==> src/rtl/sig_nfa_pkg.sv <==
package sig_nfa_pkg;

    typedef enum logic [1:0] {
        PH_IDLE,
        PH_SCAN,
        PH_HIT,
        PH_MISS
    } phase_e;

    typedef enum logic {
        CLS_SPACE,
        CLS_DIGIT
    } class_e;

    function automatic logic is_space(input logic [7:0] b);
        return (b == 8'h20) || ((b >= 8'h09) && (b <= 8'h0D));
    endfunction

    function automatic logic is_digit(input logic [7:0] b);
        return (b >= 8'h30) && (b <= 8'h39);
    endfunction

endpackage

==> src/rtl/nfa_lit_stage.sv <==
module nfa_lit_stage #(
    parameter logic [7:0] CHAR = 8'h00
) (
    input  logic       clk,
    input  logic       rst_n,
    input  logic       clr,
    input  logic       adv,
    input  logic       tok_in,
    input  logic [7:0] byte_in,
    output logic       tok_d,
    output logic       tok_q
);

    always_comb begin
        tok_d = tok_q;
        if (clr)
            tok_d = 1'b0;
        else if (adv)
            tok_d = tok_in && (byte_in == CHAR);
    end

    always_ff @(posedge clk or negedge rst_n) begin
        if (!rst_n)
            tok_q <= 1'b0;
        else
            tok_q <= tok_d;
    end

endmodule

==> src/rtl/nfa_rep_stage.sv <==
module nfa_rep_stage
    import sig_nfa_pkg::*;
#(
    parameter class_e CLS = CLS_SPACE
) (
    input  logic       clk,
    input  logic       rst_n,
    input  logic       clr,
    input  logic       adv,
    input  logic       tok_in,
    input  logic [7:0] byte_in,
    output logic       tok_d,
    output logic       tok_q
);

    logic cls_hit;

    generate
        if (CLS == CLS_DIGIT) begin : g_digit
            assign cls_hit = is_digit(byte_in);
        end else begin : g_space
            assign cls_hit = is_space(byte_in);
        end
    endgenerate

    always_comb begin
        tok_d = tok_q;
        if (clr)
            tok_d = 1'b0;
        else if (adv)
            tok_d = (tok_in || tok_q) && cls_hit;
    end

    always_ff @(posedge clk or negedge rst_n) begin
        if (!rst_n)
            tok_q <= 1'b0;
        else
            tok_q <= tok_d;
    end

endmodule

==> src/rtl/nfa_phase_fsm.sv <==
module nfa_phase_fsm
    import sig_nfa_pkg::*;
(
    input  logic clk,
    input  logic rst_n,
    input  logic sop,
    input  logic adv,
    input  logic final_d,
    input  logic live_d,
    output logic match_o
);

    phase_e phase_q, phase_d;

    always_comb begin
        phase_d = phase_q;
        if (sop) begin
            phase_d = PH_SCAN;
        end else begin
            unique case (phase_q)
                PH_IDLE: phase_d = PH_IDLE;
                PH_SCAN: begin
                    if (adv) begin
                        if (final_d)
                            phase_d = PH_HIT;
                        else if (!live_d)
                            phase_d = PH_MISS;
                    end
                end
                PH_HIT:  phase_d = PH_HIT;
                PH_MISS: phase_d = PH_MISS;
                default: phase_d = PH_IDLE;
            endcase
        end
    end

    always_ff @(posedge clk or negedge rst_n) begin
        if (!rst_n)
            phase_q <= PH_IDLE;
        else
            phase_q <= phase_d;
    end

    always_comb begin
        match_o = (phase_q == PH_HIT);
    end

endmodule

==> src/rtl/sig_nfa_matcher.sv <==
module sig_nfa_matcher
    import sig_nfa_pkg::*;
#(
    parameter int               LIT_LEN  = 6,
    parameter logic [8*LIT_LEN-1:0] LIT_TEXT = "NetBus"
) (
    input  logic       clk,
    input  logic       rst_n,
    input  logic       sop,
    input  logic       byte_vld,
    input  logic       byte_last,
    input  logic [7:0] byte_data,
    output logic       match_o,
    output logic       done_o
);

    localparam int LAST = LIT_LEN - 1;

    logic               adv;
    logic               arm_q, arm_d;
    logic [LIT_LEN-1:0] lit_q, lit_d, lit_in;
    logic               ws_q, ws_d;
    logic               dig_q, dig_d;
    logic               live_d;
    logic               done_q;

    assign adv = byte_vld && !sop;

    // seed bit: armed by the strobe, consumed by the first byte
    always_comb begin
        arm_d = arm_q;
        if (sop)
            arm_d = 1'b1;
        else if (adv)
            arm_d = 1'b0;
    end

    always_ff @(posedge clk or negedge rst_n) begin
        if (!rst_n)
            arm_q <= 1'b0;
        else
            arm_q <= arm_d;
    end

    assign lit_in = {lit_q[LIT_LEN-2:0], arm_q};

    generate
        for (genvar i = 0; i < LIT_LEN; i++) begin : g_lit
            nfa_lit_stage #(
                .CHAR (LIT_TEXT[8*(LAST-i) +: 8])
            ) u_lit (
                .clk     (clk),
                .rst_n   (rst_n),
                .clr     (sop),
                .adv     (adv),
                .tok_in  (lit_in[i]),
                .byte_in (byte_data),
                .tok_d   (lit_d[i]),
                .tok_q   (lit_q[i])
            );
        end
    endgenerate

    nfa_rep_stage #(.CLS(CLS_SPACE)) u_ws (
        .clk     (clk),
        .rst_n   (rst_n),
        .clr     (sop),
        .adv     (adv),
        .tok_in  (lit_q[LAST]),
        .byte_in (byte_data),
        .tok_d   (ws_d),
        .tok_q   (ws_q)
    );

    nfa_rep_stage #(.CLS(CLS_DIGIT)) u_dig (
        .clk     (clk),
        .rst_n   (rst_n),
        .clr     (sop),
        .adv     (adv),
        .tok_in  (ws_q),
        .byte_in (byte_data),
        .tok_d   (dig_d),
        .tok_q   (dig_q)
    );

    assign live_d = arm_d || (|lit_d) || ws_d || dig_d;

    nfa_phase_fsm u_fsm (
        .clk     (clk),
        .rst_n   (rst_n),
        .sop     (sop),
        .adv     (adv),
        .final_d (dig_d),
        .live_d  (live_d),
        .match_o (match_o)
    );

    always_ff @(posedge clk or negedge rst_n) begin
        if (!rst_n)
            done_q <= 1'b0;
        else
            done_q <= adv && byte_last;
    end

    assign done_o = done_q;

endmodule

==> config.mk <==
export PLATFORM = sky130hd
export DESIGN_NAME = sig_nfa_matcher
export DESIGN_NICKNAME = d
export VERILOG_FILES = /design/src/rtl/sig_nfa_pkg.sv /design/src/rtl/nfa_lit_stage.sv /design/src/rtl/nfa_rep_stage.sv /design/src/rtl/nfa_phase_fsm.sv /design/src/rtl/sig_nfa_matcher.sv
export SDC_FILE = /design/constraint.sdc
export NUM_CORES = 1
export LEC_CHECK = 0
export BUFFER_PORTS_ARGS = -buffer_cell sky130_fd_sc_hd__buf_2
export CAP_MARGIN = 20
export CORE_MARGIN = 5
export CORE_UTILIZATION = 25
export DETAILED_ROUTE_END_ITERATION = 8
export SYNTH_ARGS = -nofsm -noshare
export SYNTH_HDL_FRONTEND = slang
export SYNTH_HIERARCHICAL = 1
export SYNTH_SLANG_ARGS = --single-unit
==> constraint.sdc <==
create_clock -name clk -period 5 [get_ports clk]
set_input_delay 0.75 -clock clk [delete_from_list [all_inputs] [get_ports clk]]
set_output_delay 0.75 -clock clk [all_outputs]
set_load 0.05 [all_outputs]
Yosys cells after proc, flatten, opt, wreduce, memory -nomap -nowiden. Index checks and enable logic that the tools add are counted.

Register bits after elaboration: 12. Bits of input ports: 13. Output and inout port bits: 2.

$lt $le $gt $ge: 4. Equality and inequality tests: 12. Mux-type cells: 23. Reductions and logical operators: 22.

Operators by type and width (number): 8-bit by 7-bit equality test with 1-bit output, second input constant (6); 1-bit two-way mux (18); 1-bit logical AND (12); 8-bit by 6-bit equality test with 1-bit output, second input constant (1); 8-bit by 4-bit >= comparator with 1-bit output, second input constant (1); 8-bit by 6-bit >= comparator with 1-bit output, second input constant (1); 8-bit by 4-bit <= comparator with 1-bit output, second input constant (1); 8-bit by 6-bit <= comparator with 1-bit output, second input constant (1); 2-bit two-way mux (4); 2-bit case mux with 4 select lines (1); 1-bit logical OR (6); 6-bit OR reduction (1); 2-bit equality test, second input constant (2); 4-bit inequality test, second input constant (1); 3-bit inequality test, second input constant (1); 2-bit by 1-bit equality test with 1-bit output, second input constant (1); 2-bit logical NOT (1); 2-bit AND reduction (1); 1-bit logical NOT (1).

Longest topological paths before layout. Gate-level depths: netlist of run 1.

Depth after elaboration: 13. Depth in mapped cells: 9.

By module. The synthesis of run 1 kept the hierarchy.

By module, submodules not included: nfa_lit_stage at g_lit[0].u_lit ... (instances 3, cells an instance 6, area an instance 67.6 um^2, seq. area each 25.0 um^2); sig_nfa_matcher (instances 1, cells an instance 9, area an instance 100.1 um^2, seq. area each 50.0 um^2); nfa_phase_fsm (instances 1, cells an instance 9, area an instance 87.6 um^2, seq. area each 50.0 um^2); nfa_rep_stage at u_ws (instances 1, cells an instance 9, area an instance 87.6 um^2, seq. area each 25.0 um^2); nfa_lit_stage at g_lit[3].u_lit (instances 1, cells an instance 6, area an instance 72.6 um^2, seq. area each 25.0 um^2); nfa_lit_stage at g_lit[4].u_lit (instances 1, cells an instance 6, area an instance 65.1 um^2, seq. area each 25.0 um^2); nfa_lit_stage at g_lit[5].u_lit (instances 1, cells an instance 6, area an instance 58.8 um^2, seq. area each 25.0 um^2); nfa_rep_stage at u_dig (instances 1, cells an instance 6, area an instance 57.6 um^2, seq. area each 25.0 um^2).

Worst setup path after synthesis of run 1. Ideal clock, no wire load.

Path kind: in2reg. Start point: in byte_vld. End point: reg u_fsm.phase_q[1]. Library setup time: 73 ps. Data arrival time: 2688 ps. Setup slack: 2238 ps. Cell stages on the path: 8. Path buffers: 0. Path through: nor2b_1 a21boi_0 nor4_2 or4_1 a2111o_1 nand2b_1 a31oi_1 nor2_1.

Elaborated cells on any way between the ends: 30. Those cells by class: eq/ne (2); mux (22); reduce/logical (6).

RTL lines: start, declared (RTL line sig_nfa_matcher.sv:10) `input logic byte_vld,`; 1-bit logical AND (RTL line sig_nfa_matcher.sv:27) `assign adv = byte_vld && !sop;`; 1-bit two-way mux (RTL line nfa_rep_stage.sv:30) `else if (adv)`; 1-bit two-way mux (RTL line nfa_rep_stage.sv:28) `if (clr)`; via ws_d (RTL line sig_nfa_matcher.sv:22) `logic ws_q, ws_d;`; 1-bit logical OR (2 in series) (RTL line sig_nfa_matcher.sv:86) `assign live_d = arm_d || (|lit_d) || ws_d || dig_d;`; via live_d (RTL line sig_nfa_matcher.sv:24) `logic live_d;`; 4-bit inequality test (no source line); 2-bit AND reduction (no source line); end signal, assigned (RTL line nfa_phase_fsm.sv:41) `phase_q <= phase_d;`; end, declared (RTL line nfa_phase_fsm.sv:13) `phase_e phase_q, phase_d;`.

The timed path passes the listed nets, and every way through them passes these cells. The select of a mux whose other input is x is not followed. A chain may end at the register's enable or synchronous reset.

Worst setup path after layout of run 1.
Start point: in sop. End point: reg u_fsm.phase_q[1].

Cells in the longest elaborated chain, start to end: 10. Elaborated cells on any way between the ends: 31. Those cells by class: eq/ne (2); mux (22); reduce/logical (7).

RTL lines: start, declared (RTL line sig_nfa_matcher.sv:9) `input logic sop,`; 1-bit logical NOT (RTL line sig_nfa_matcher.sv:27); 1-bit logical AND (RTL line sig_nfa_matcher.sv:27); via adv (RTL line sig_nfa_matcher.sv:19) `logic adv;`; 1-bit two-way mux (RTL line nfa_lit_stage.sv:18) `else if (adv)`; 1-bit two-way mux (RTL line nfa_lit_stage.sv:16) `if (clr)`; via lit_d[1] (RTL line sig_nfa_matcher.sv:21) `logic [LIT_LEN-1:0] lit_q, lit_d, lit_in;`; 6-bit OR reduction (RTL line sig_nfa_matcher.sv:86); 1-bit logical OR (3 in series) (RTL line sig_nfa_matcher.sv:86); via live_d (RTL line sig_nfa_matcher.sv:24); 4-bit inequality test (no source line); 2-bit AND reduction (no source line).

The timed path passes the listed nets, and every way through them passes these cells. The select of a mux whose other input is x is not followed.

==> metrics.md, run 1 <==
| Metric | Value |
|---|---|
| Worst Path Max Fanout | `18` |
| Final instance area | `871 um^2` |
| Worst voltage drop across the vdd grid | `0.144 mV` |
| TritonCTS Buffers | `3` |
| Initial drt markers | `26` |
| Post-Synthesis Mean Instance Area | `10.6 um^2` |
| Global routing met2 resource utilization | `12.9%` |
| Type of the tightest min-delay check | `input port to async pin` |
| Mean routed wirelength per cell | `14.6 um` |
| Element type at the critical path start | `input port` |
| Setup Fix Bufs, Post-CTS | `0` |
| Final weighted congestion in routability-driven placement | `0.717` |
| Remaining global-route overflow | `0` |
| Startpoint of the worst-slack reg-to-reg timing path | `arm_q` |
| FFs w/ async S/R, synth | `100%` |
| R2r endpoint | `u_fsm/phase_q[1]` |
| Post-place instance area | `841 um^2` |
| Clock latency reported for the late side of the worst-skew pair | `0.26 ns` |
| Relative area change from synthesis to final layout | `19.0%` |
| Final hold violations | `0` |
| Outcome | `finished clean` |
| Starting Density | `26.3%` |
| Worst r2r path cells | `7` |
| Post-cts gate resize count | `0` |
| Detailed placer's ending HPWL | `1260 um` |
| Detail Route Antenna Nets | `0` |
| Floorplan core area | `0.00278 mm^2` |
| Capturing element type of the critical path | `flop` |
| Yosys Warn Count | `6` |
| Fraction of power spent switching nets | `25.1%` |
| CP Launch Point | `sop` |
| Clock root buffer | `sky130_fd_sc_hd__clkbuf_4` |
| Period minus WS final | `2.66 ns` |
| Slew margin rel. | `81.5%` |
| Most frequent cells after synthesis | `12 x sky130_fd_sc_hd__dfrtp_1, 8 x sky130_fd_sc_hd__a21oi_1, 8 x sky130_fd_sc_hd__nand2b_1` |
| Post-Synthesis Cell Area | `732 um^2` |
| Register-to-register path setup slack | `3.17 ns` |
| Share of total power in combinational logic | `15.5%` |
| Synthesized instance count | `69` |
| Vias in the first global route | `658` |
| Number of unique standard cell types used by synthesis | `26` |
| Layer with the highest usage | `met2` |
| Max-capacitance violation count | `0` |
| First-pass GRT wire length | `2980 um` |
| Final setup fails | `0` |
| Fraction of final layout cells with drive strength greater than 1 | `27.6%` |
| Cell Int Power | `0.137 mW` |
| Arrival time of data at the critical path endpoint | `2.85 ns` |
| Count of pins over their slew limit | `0` |
| Port buffer count | `14` |
| Most used flip-flop cell after synthesis | `sky130_fd_sc_hd__dfrtp_1` |
| Worst path required time | `5.19 ns` |
| Ports placed on the boundary | `15` |
| Clk slew on worst S/H paths | `0.07 ns` |
| Maximum clock path buffer count | `2` |
| Net switching power of the design | `0.0458 mW` |
| Net count of the mapped netlist | `82` |
| Number of synthesized register bits | `12` |
| Relative contribution of sequential cells to total power | `54.3%` |
| First-pass detailed-route iteration total | `4` |
| Final nets | `102` |
| Number of design rule violations left after detail routing | `0` |
| Total of fill cells in the finished design | `292` |
| Core Util, Final | `31.3%` |
| Vias | `663` |
| Worst clock skew on the final layout | `0.00236 ns` |
| TritonCTS clock tree | `yes` |
| # diodes | `0` |
| Leading cell type by number of instances after synthesis | `sky130_fd_sc_hd__dfrtp_1` |
| Global-route met3 utilization | `1.75%` |
| Wire length reported by the detailed router | `1730 um` |
| All-Layer GR Usage | `8.69%` |
| Critical path type | `input port to flop` |
| Cell types occupying the most area after synthesis | `sky130_fd_sc_hd__dfrtp_1 41%, sky130_fd_sc_hd__nor4b_2 8.2%, sky130_fd_sc_hd__nand2b_1 6.8%` |
| Dominant cell type by area after synthesis | `sky130_fd_sc_hd__dfrtp_1` |
| Number of clock sinks seen by CTS | `12` |
| Final worst path period share | `53.1%` |
| Leakage power summed over all cells | `0.367 nW` |
| Number of placement rows | `19` |
| F_max | `377 MHz` |
| Power per cell area | `210 mW/mm^2` |
| Fraction of synthesized cell area taken by the top area cell type | `41.0%` |
| Average vias per placed instance | `5.62` |
| Deepest level of the CTS H-tree | `1` |
| Antenna violations before repair | `0` |
| CTS hold repair buffers | `0` |
| Unrepaired setup endpoints after global routing | `false` |
| DIE AREA | `0.00411 mm^2` |
| Largest net degree at the start of global routing | `21` |
| Met1 Use GR | `12.1%` |
| Clk network pwr share | `30.2%` |
| Worst-margin pin slew | `0.276 ns` |
| Die height | `64.1 um` |
| Die X | `64.1 um` |
| Number of flops mapped to enable cells by yosys | `0` |
| Setup TNS Final | `0 ns` |
| Share of synthesized area occupied by flip-flops and latches | `41.0%` |
[critical path: stages]
cell and delay [ns]:
sky130_fd_sc_hd__buf_2 0.23, sky130_fd_sc_hd__nor2b_1 0.13, sky130_fd_sc_hd__buf_4 0.20, sky130_fd_sc_hd__and4bb_1 0.20
sky130_fd_sc_hd__nand4_1 0.10, sky130_fd_sc_hd__a21oi_1 0.09, sky130_fd_sc_hd__or4_1 0.53, sky130_fd_sc_hd__a2111o_1 0.35
sky130_fd_sc_hd__nand2b_1 0.08, sky130_fd_sc_hd__a31oi_1 0.08, sky130_fd_sc_hd__nor2_1 0.10
[sequential cells by signal (all words and copies together) (netlist names)]
register	cells
g_lit.u_lit/tok_q	6
u_dig/tok_q	1
done_o	1
u_ws/tok_q	1
u_fsm/phase_q	2
arm_q	1
[layout by cell type, fill, tap and decap left out, types with 3 or more instances in the layout]
cell type / instances
sky130_fd_sc_hd__nand4_1: 7
sky130_fd_sc_hd__or4_1: 3
sky130_fd_sc_hd__clkbuf_4: 3
sky130_fd_sc_hd__nor4b_2: 4
sky130_fd_sc_hd__and4b_1: 3
sky130_fd_sc_hd__buf_2: 14
sky130_fd_sc_hd__and4bb_1: 3
sky130_fd_sc_hd__nand2b_1: 8
sky130_fd_sc_hd__a21oi_1: 8
sky130_fd_sc_hd__dfrtp_1: 12
[stage by stage]
stage	std cells	power (mW)	hold slack, ns	setup WS, ns
3_3_place_gp	114	0.128	0.510	1.68
4_1_cts	117	0.186	0.349	1.84
5_1_grt	118	0.194	0.356	2.21
3_5_place_dp	114	0.129	0.519	1.59
2_1_floorplan	69	0.112	0.454	2.24
6_report	118	0.183	0.350	2.34
[cell families after synthesis]
group	count (synthesis)	share of synthesized area [%]
buffers and inverters	1	0.512
AOI/OAI and AO/OA	18	16.1
and+or+nand+nor	38	42.4
DFF	12	41.0
[routing by layer]
metal	vias up	wire length (um)
li1	319	-
met1	316	846
met2	28	767
met3	0	111
met4	0	0
met5	-	0
[power by group through the flow]
stage / Combinational (mW) / Sequential, mW / Clock (mW)
2_1_floorplan: 0.0100 / 0.102 / 0
6_report: 0.0284 / 0.0991 / 0.0551
5_1_grt: 0.0314 / 0.0992 / 0.0632
3_3_place_gp: 0.0266 / 0.101 / 0
4_1_cts: 0.0280 / 0.0990 / 0.0593
3_5_place_dp: 0.0277 / 0.101 / 0
[worst max path at each step]
stage / to / depth (start not counted)
3_5_place_dp: u_fsm/phase_q[1] / 9
5_1_grt: u_fsm/phase_q[1] / 10
4_1_cts: u_fsm/phase_q[1] / 9
2_1_floorplan: u_fsm/phase_q[1] / 8
6_report: u_fsm/phase_q[1] / 11
3_3_place_gp: u_fsm/phase_q[1] / 9
[cell type report]
type,count,area (um^2),share of cell area [%]
clock buffer,3,22.5,2.59
inverter,1,3.75,0.431
multi-input combinational,56,428,49.1
sequential,12,300,34.5
tap,31,38.8,4.45
timing repair buffer,15,77.6,8.91
Note: power is estimated with default switching activity, not from simulation.
==> run 2, diff against run 1 <==
--- a/config.mk
+++ b/config.mk
@@ -5,6 +5,7 @@
 export SDC_FILE = /design/constraint.sdc
 export NUM_CORES = 1
 export LEC_CHECK = 0
+export ABC_AREA = 1
 export BUFFER_PORTS_ARGS = -buffer_cell sky130_fd_sc_hd__buf_2
 export CAP_MARGIN = 20
 export CORE_MARGIN = 5
==> constraint.sdc (replaced) <==
create_clock -name clk -period 2.6 [get_ports clk]
set_input_delay 0.39 -clock clk [delete_from_list [all_inputs] [get_ports clk]]
set_output_delay 0.39 -clock clk [all_outputs]
set_load 0.05 [all_outputs]
==> run 2 against run 1 <==
Cell area is 26% higher. Worst hold slack worse by 0.33 ns. Sequential share of layout area is 7.1 points lower. First-iteration DRC count is 62% lower. Die area is 20% higher. Area after synthesis is 24% higher. Clock skew is 0.0020 ns lower. Critical path depth is 3 higher. Count of clock-buffer cells in the layout stayed put. Final cell count is 84% higher. Global-route usage is 0.23 points higher. Clock power grew to 2.9 times the previous value. Critical endpoint unchanged. Largest power group unchanged. Highest routed layer is now met4.
==> metrics.md, run 2 <==
| Metric | Value |
|---|---|
| Final weighted congestion in routability-driven placement | `0.735 (+2.5%)` |
| # diodes | `0 (unchanged)` |
| Average vias per placed instance | `4.00 (-29%)` |
| Worst path required time | `2.76 ns (-2.43 ns)` |
| Die X | `70.4 um (+9.7%)` |
| Number of flip-flops in the largest register | `6 (unchanged)` |
| Detailed placer's ending HPWL | `1540 um (+23%)` |
| Number of synthesized register bits | `12 (unchanged)` |
| Post-Synthesis Cell Area | `911 um^2 (+24%)` |
| TritonCTS Buffers | `3 (unchanged)` |
| Number of clock sinks seen by CTS | `12 (unchanged)` |
| Arrival time of data at the critical path endpoint | `1.76 ns (-1.09 ns)` |
| Post-Synthesis Mean Instance Area | `6.07 um^2 (-43%)` |
| Fraction of synthesized cell area taken by the top area cell type | `33.0% (-8.1 points)` |
| Worst Path Max Fanout | `13 (-5)` |
| Type of the tightest min-delay check | `input port to async pin` |
| Remaining global-route overflow | `0 (unchanged)` |
| CTS hold repair buffers | `0 (unchanged)` |
| Post-place instance area | `0.00106 mm^2 (+26%)` |
| Maximum clock path buffer count | `2 (unchanged)` |
| Setup TNS Final | `0 ns (unchanged)` |
| Share of synthesized area occupied by flip-flops and latches | `33.0% (-8.1 points)` |
| Relative area change from synthesis to final layout | `20.5%` |
| Largest regs | `g_lit.u_lit/tok_q: 6 flops, u_fsm/phase_q: 2 flops` |
| Antenna violations before repair | `0 (unchanged)` |
| Capturing element type of the critical path | `flop` |
| Xor/xnor cell area share of the yosys netlist | `0% (unchanged)` |
| Clk slew on worst S/H paths | `0.05 ns (-0.02 ns)` |
| Outcome | `finished clean` |
| Most common cell after layout, fill and taps aside | `sky130_fd_sc_hd__nand2_1` |
| Fraction of final layout cells with drive strength greater than 1 | `20.1% (-7.5 points)` |
| Critical path type | `input port to flop` |
| Initial drt markers | `10 (-62%)` |
| F_max | `627 MHz` |
| Worst voltage drop across the vdd grid | `0.204 mV (+41%)` |
| Global routing met2 resource utilization | `15.9% (+3.0 points)` |
| Dominant cell type by area after synthesis | `sky130_fd_sc_hd__dfrtp_1` |
| Vias | `869 (+31%)` |
| Port buffer count | `14 (unchanged)` |
| Net count of the mapped netlist | `163 (+99%)` |
| Number of unique standard cell types used by synthesis | `14 (-46%)` |
| Leading cell type by number of instances after synthesis | `sky130_fd_sc_hd__nand2_1` |
| Post-synthesis mux area share | `0% (unchanged)` |
| Detail Route Antenna Nets | `0 (unchanged)` |
| Setup Fix Bufs, Post-CTS | `0 (unchanged)` |
| Met1 Use GR | `9.85% (-2.3 points)` |
| Post-cts gate resize count | `0 (unchanged)` |
| Vias in the first global route | `857 (+30%)` |
| Layer with the highest usage | `met2` |
| All-Layer GR Usage | `8.92% (+0.23 points)` |
| Number of design rule violations left after detail routing | `0 (unchanged)` |
| FFs w/ async S/R, synth | `100% (unchanged)` |
| Worst clock skew on the final layout | `0.000352 ns (-0.00201 ns)` |
| Largest net degree at the start of global routing | `14 (-33%)` |
| Most frequent cells after synthesis | `42 x sky130_fd_sc_hd__nand2_1, 36 x sky130_fd_sc_hd__inv_1, 28 x sky130_fd_sc_hd__nor2_1` |
| Clock root buffer | `sky130_fd_sc_hd__clkbuf_8` |
| Final worst path period share | `61.3%` |
| Synthesized instance count | `150 (+120%)` |
| Compound-gate portion of the synthesized area | `14.8% (-1.2 points)` |
| Most used flip-flop cell after synthesis | `sky130_fd_sc_hd__dfrtp_1` |
| Cell types occupying the most area after synthesis | `sky130_fd_sc_hd__dfrtp_1 33%, sky130_fd_sc_hd__nand2_1 17%, sky130_fd_sc_hd__inv_1 15%` |
| Wire length reported by the detailed router | `1970 um (+14%)` |
| Element type at the critical path start | `input port` |
| Max-capacitance violation count | `0 (unchanged)` |
| Starting Density | `25.3% (-1.1 points)` |
| Worst-margin pin slew | `0.262 ns (-0.0146 ns)` |
| Final nets | `184 (+80%)` |
| Final setup fails | `0 (unchanged)` |
| Final hold violations | `0 (unchanged)` |
| Final instance area | `0.00110 mm^2 (+26%)` |
| Global-route met3 utilization | `2.59% (+0.84 points)` |
| TritonCTS clock tree | `yes` |
| Adder and majority gate portion of the synthesized area | `0% (unchanged)` |
| Period minus WS final | `1.59 ns` |
| Floorplan core area | `0.00361 mm^2 (+30%)` |
| Leakage power summed over all cells | `0.608 nW (+66%)` |
| Yosys Warn Count | `6 (unchanged)` |
| Deepest level of the CTS H-tree | `1 (unchanged)` |
| Number of flops mapped to enable cells by yosys | `0 (unchanged)` |
| Slew margin rel. | `82.5% (+1.0 points)` |
| First-pass detailed-route iteration total | `4 (unchanged)` |
| Most used cells in the layout excluding fill and tap cells | `42 x sky130_fd_sc_hd__nand2_1, 36 x sky130_fd_sc_hd__inv_1, 28 x sky130_fd_sc_hd__nor2_1, 14 x sky130_fd_sc_hd__buf_2, 12 x sky130_fd_sc_hd__dfrtp_1` |
| Power per cell area | `395 mW/mm^2 (+88%)` |
| Simple-Gate Fraction of Synth Area | `36.1% (-6.3 points)` |
| Main combinational cell family by area after synthesis | `simple AND/OR/NAND/NOR gates` |
| Register ranked first by flip-flop count | `g_lit.u_lit/tok_q` |
| Clock latency reported for the late side of the worst-skew pair | `0.23 ns (-0.03 ns)` |
| Die height | `70.4 um (+9.7%)` |
| Number of placement rows | `22 (+3)` |
| DIE AREA | `0.00495 mm^2 (+20%)` |
| Count of pins over their slew limit | `0 (unchanged)` |
| Mean routed wirelength per cell | `9.06 um (-38%)` |
| Unrepaired setup endpoints after global routing | `false` |
| Ports placed on the boundary | `15 (unchanged)` |
| First-pass GRT wire length | `3590 um (+20%)` |
==> run 2: logic make-up (layout without fill, tap and decap cells) <==
kind of cell	after synthesis	count (layout)
AND/OR/NAND/NOR	82	82
buffers and inverters	39	58
flip-flops	12	12
AO/OA/AOI/OAI	17	17
==> run 2: critical path, cell delays in order <==
cell,delay (ns)
sky130_fd_sc_hd__buf_2,0.24
sky130_fd_sc_hd__nor2_1,0.10
sky130_fd_sc_hd__buf_4,0.18
sky130_fd_sc_hd__nand2_1,0.07
sky130_fd_sc_hd__clkinv_1,0.05
sky130_fd_sc_hd__o21bai_1,0.16
sky130_fd_sc_hd__a21oi_2,0.05
sky130_fd_sc_hd__nor2_1,0.10
sky130_fd_sc_hd__nand2_1,0.06
sky130_fd_sc_hd__nor2_1,0.08
sky130_fd_sc_hd__nand2_1,0.05
sky130_fd_sc_hd__nand2_1,0.06
sky130_fd_sc_hd__nand2_1,0.06
sky130_fd_sc_hd__a21oi_2,0.10
==> run 2: cell type report <==
type,count,area (um^2)
fillers,404,2510
flip-flops and latches,12,300
well taps,48,60.1
clock buffers,3,41.3
multi-input cells,99,464
inverters,39,146
repair buffers,16,85.1
==> run 2: stage by stage <==
step	instances	hold WS, ns	power, mW	utilization [%]	setup WS (ns)
global placement	214	0.282	0.279	29.3	0.754
finish	217	0.0240	0.434	30.4	1.01
floorplan	150	0.0944	0.241	-	0.560
CTS	217	0.0260	0.444	30.4	0.988
global route	217	0.0424	0.466	30.4	0.745
detailed placement	214	0.279	0.280	29.3	0.742
==> run 2: metal layers <==
layer	part of all wire (%)	vias to the layer above
met5	0	-
met4	2.9	0
met3	2.4	8
met2	49	9
met1	46	372
li1	-	480
==> run 2: report_power, final <==
group / switching, mW / internal (mW) / leakage (nW) / total (mW)
combinational: 0.0531 / 0.0276 / 0.430 / 0.0807
clock: 0.0572 / 0.101 / 0.0216 / 0.158
sequential: 0.00241 / 0.192 / 0.157 / 0.195
total: 0.113 / 0.321 / 0.608 / 0.434
==> run 2: worst paths after layout <==
kind / startpoint / endpoint / slack [ns] / cells after the start
setup reg to reg: g_lit[5].u_lit/tok_q / u_fsm/phase_q[1] / 1.33 / 11
setup / recovery: sop / u_fsm/phase_q[1] / 1.01 / 14
min in group clk: byte_last / done_o / 0.42 / 2
hold / removal: rst_n / u_fsm/phase_q[0] / 0.02 / 1
hold reg to reg: u_fsm/phase_q[0] / u_fsm/phase_q[0] / 0.51 / 2
max in group asynchronous: rst_n / g_lit[1].u_lit/tok_q / 2.37 / 1
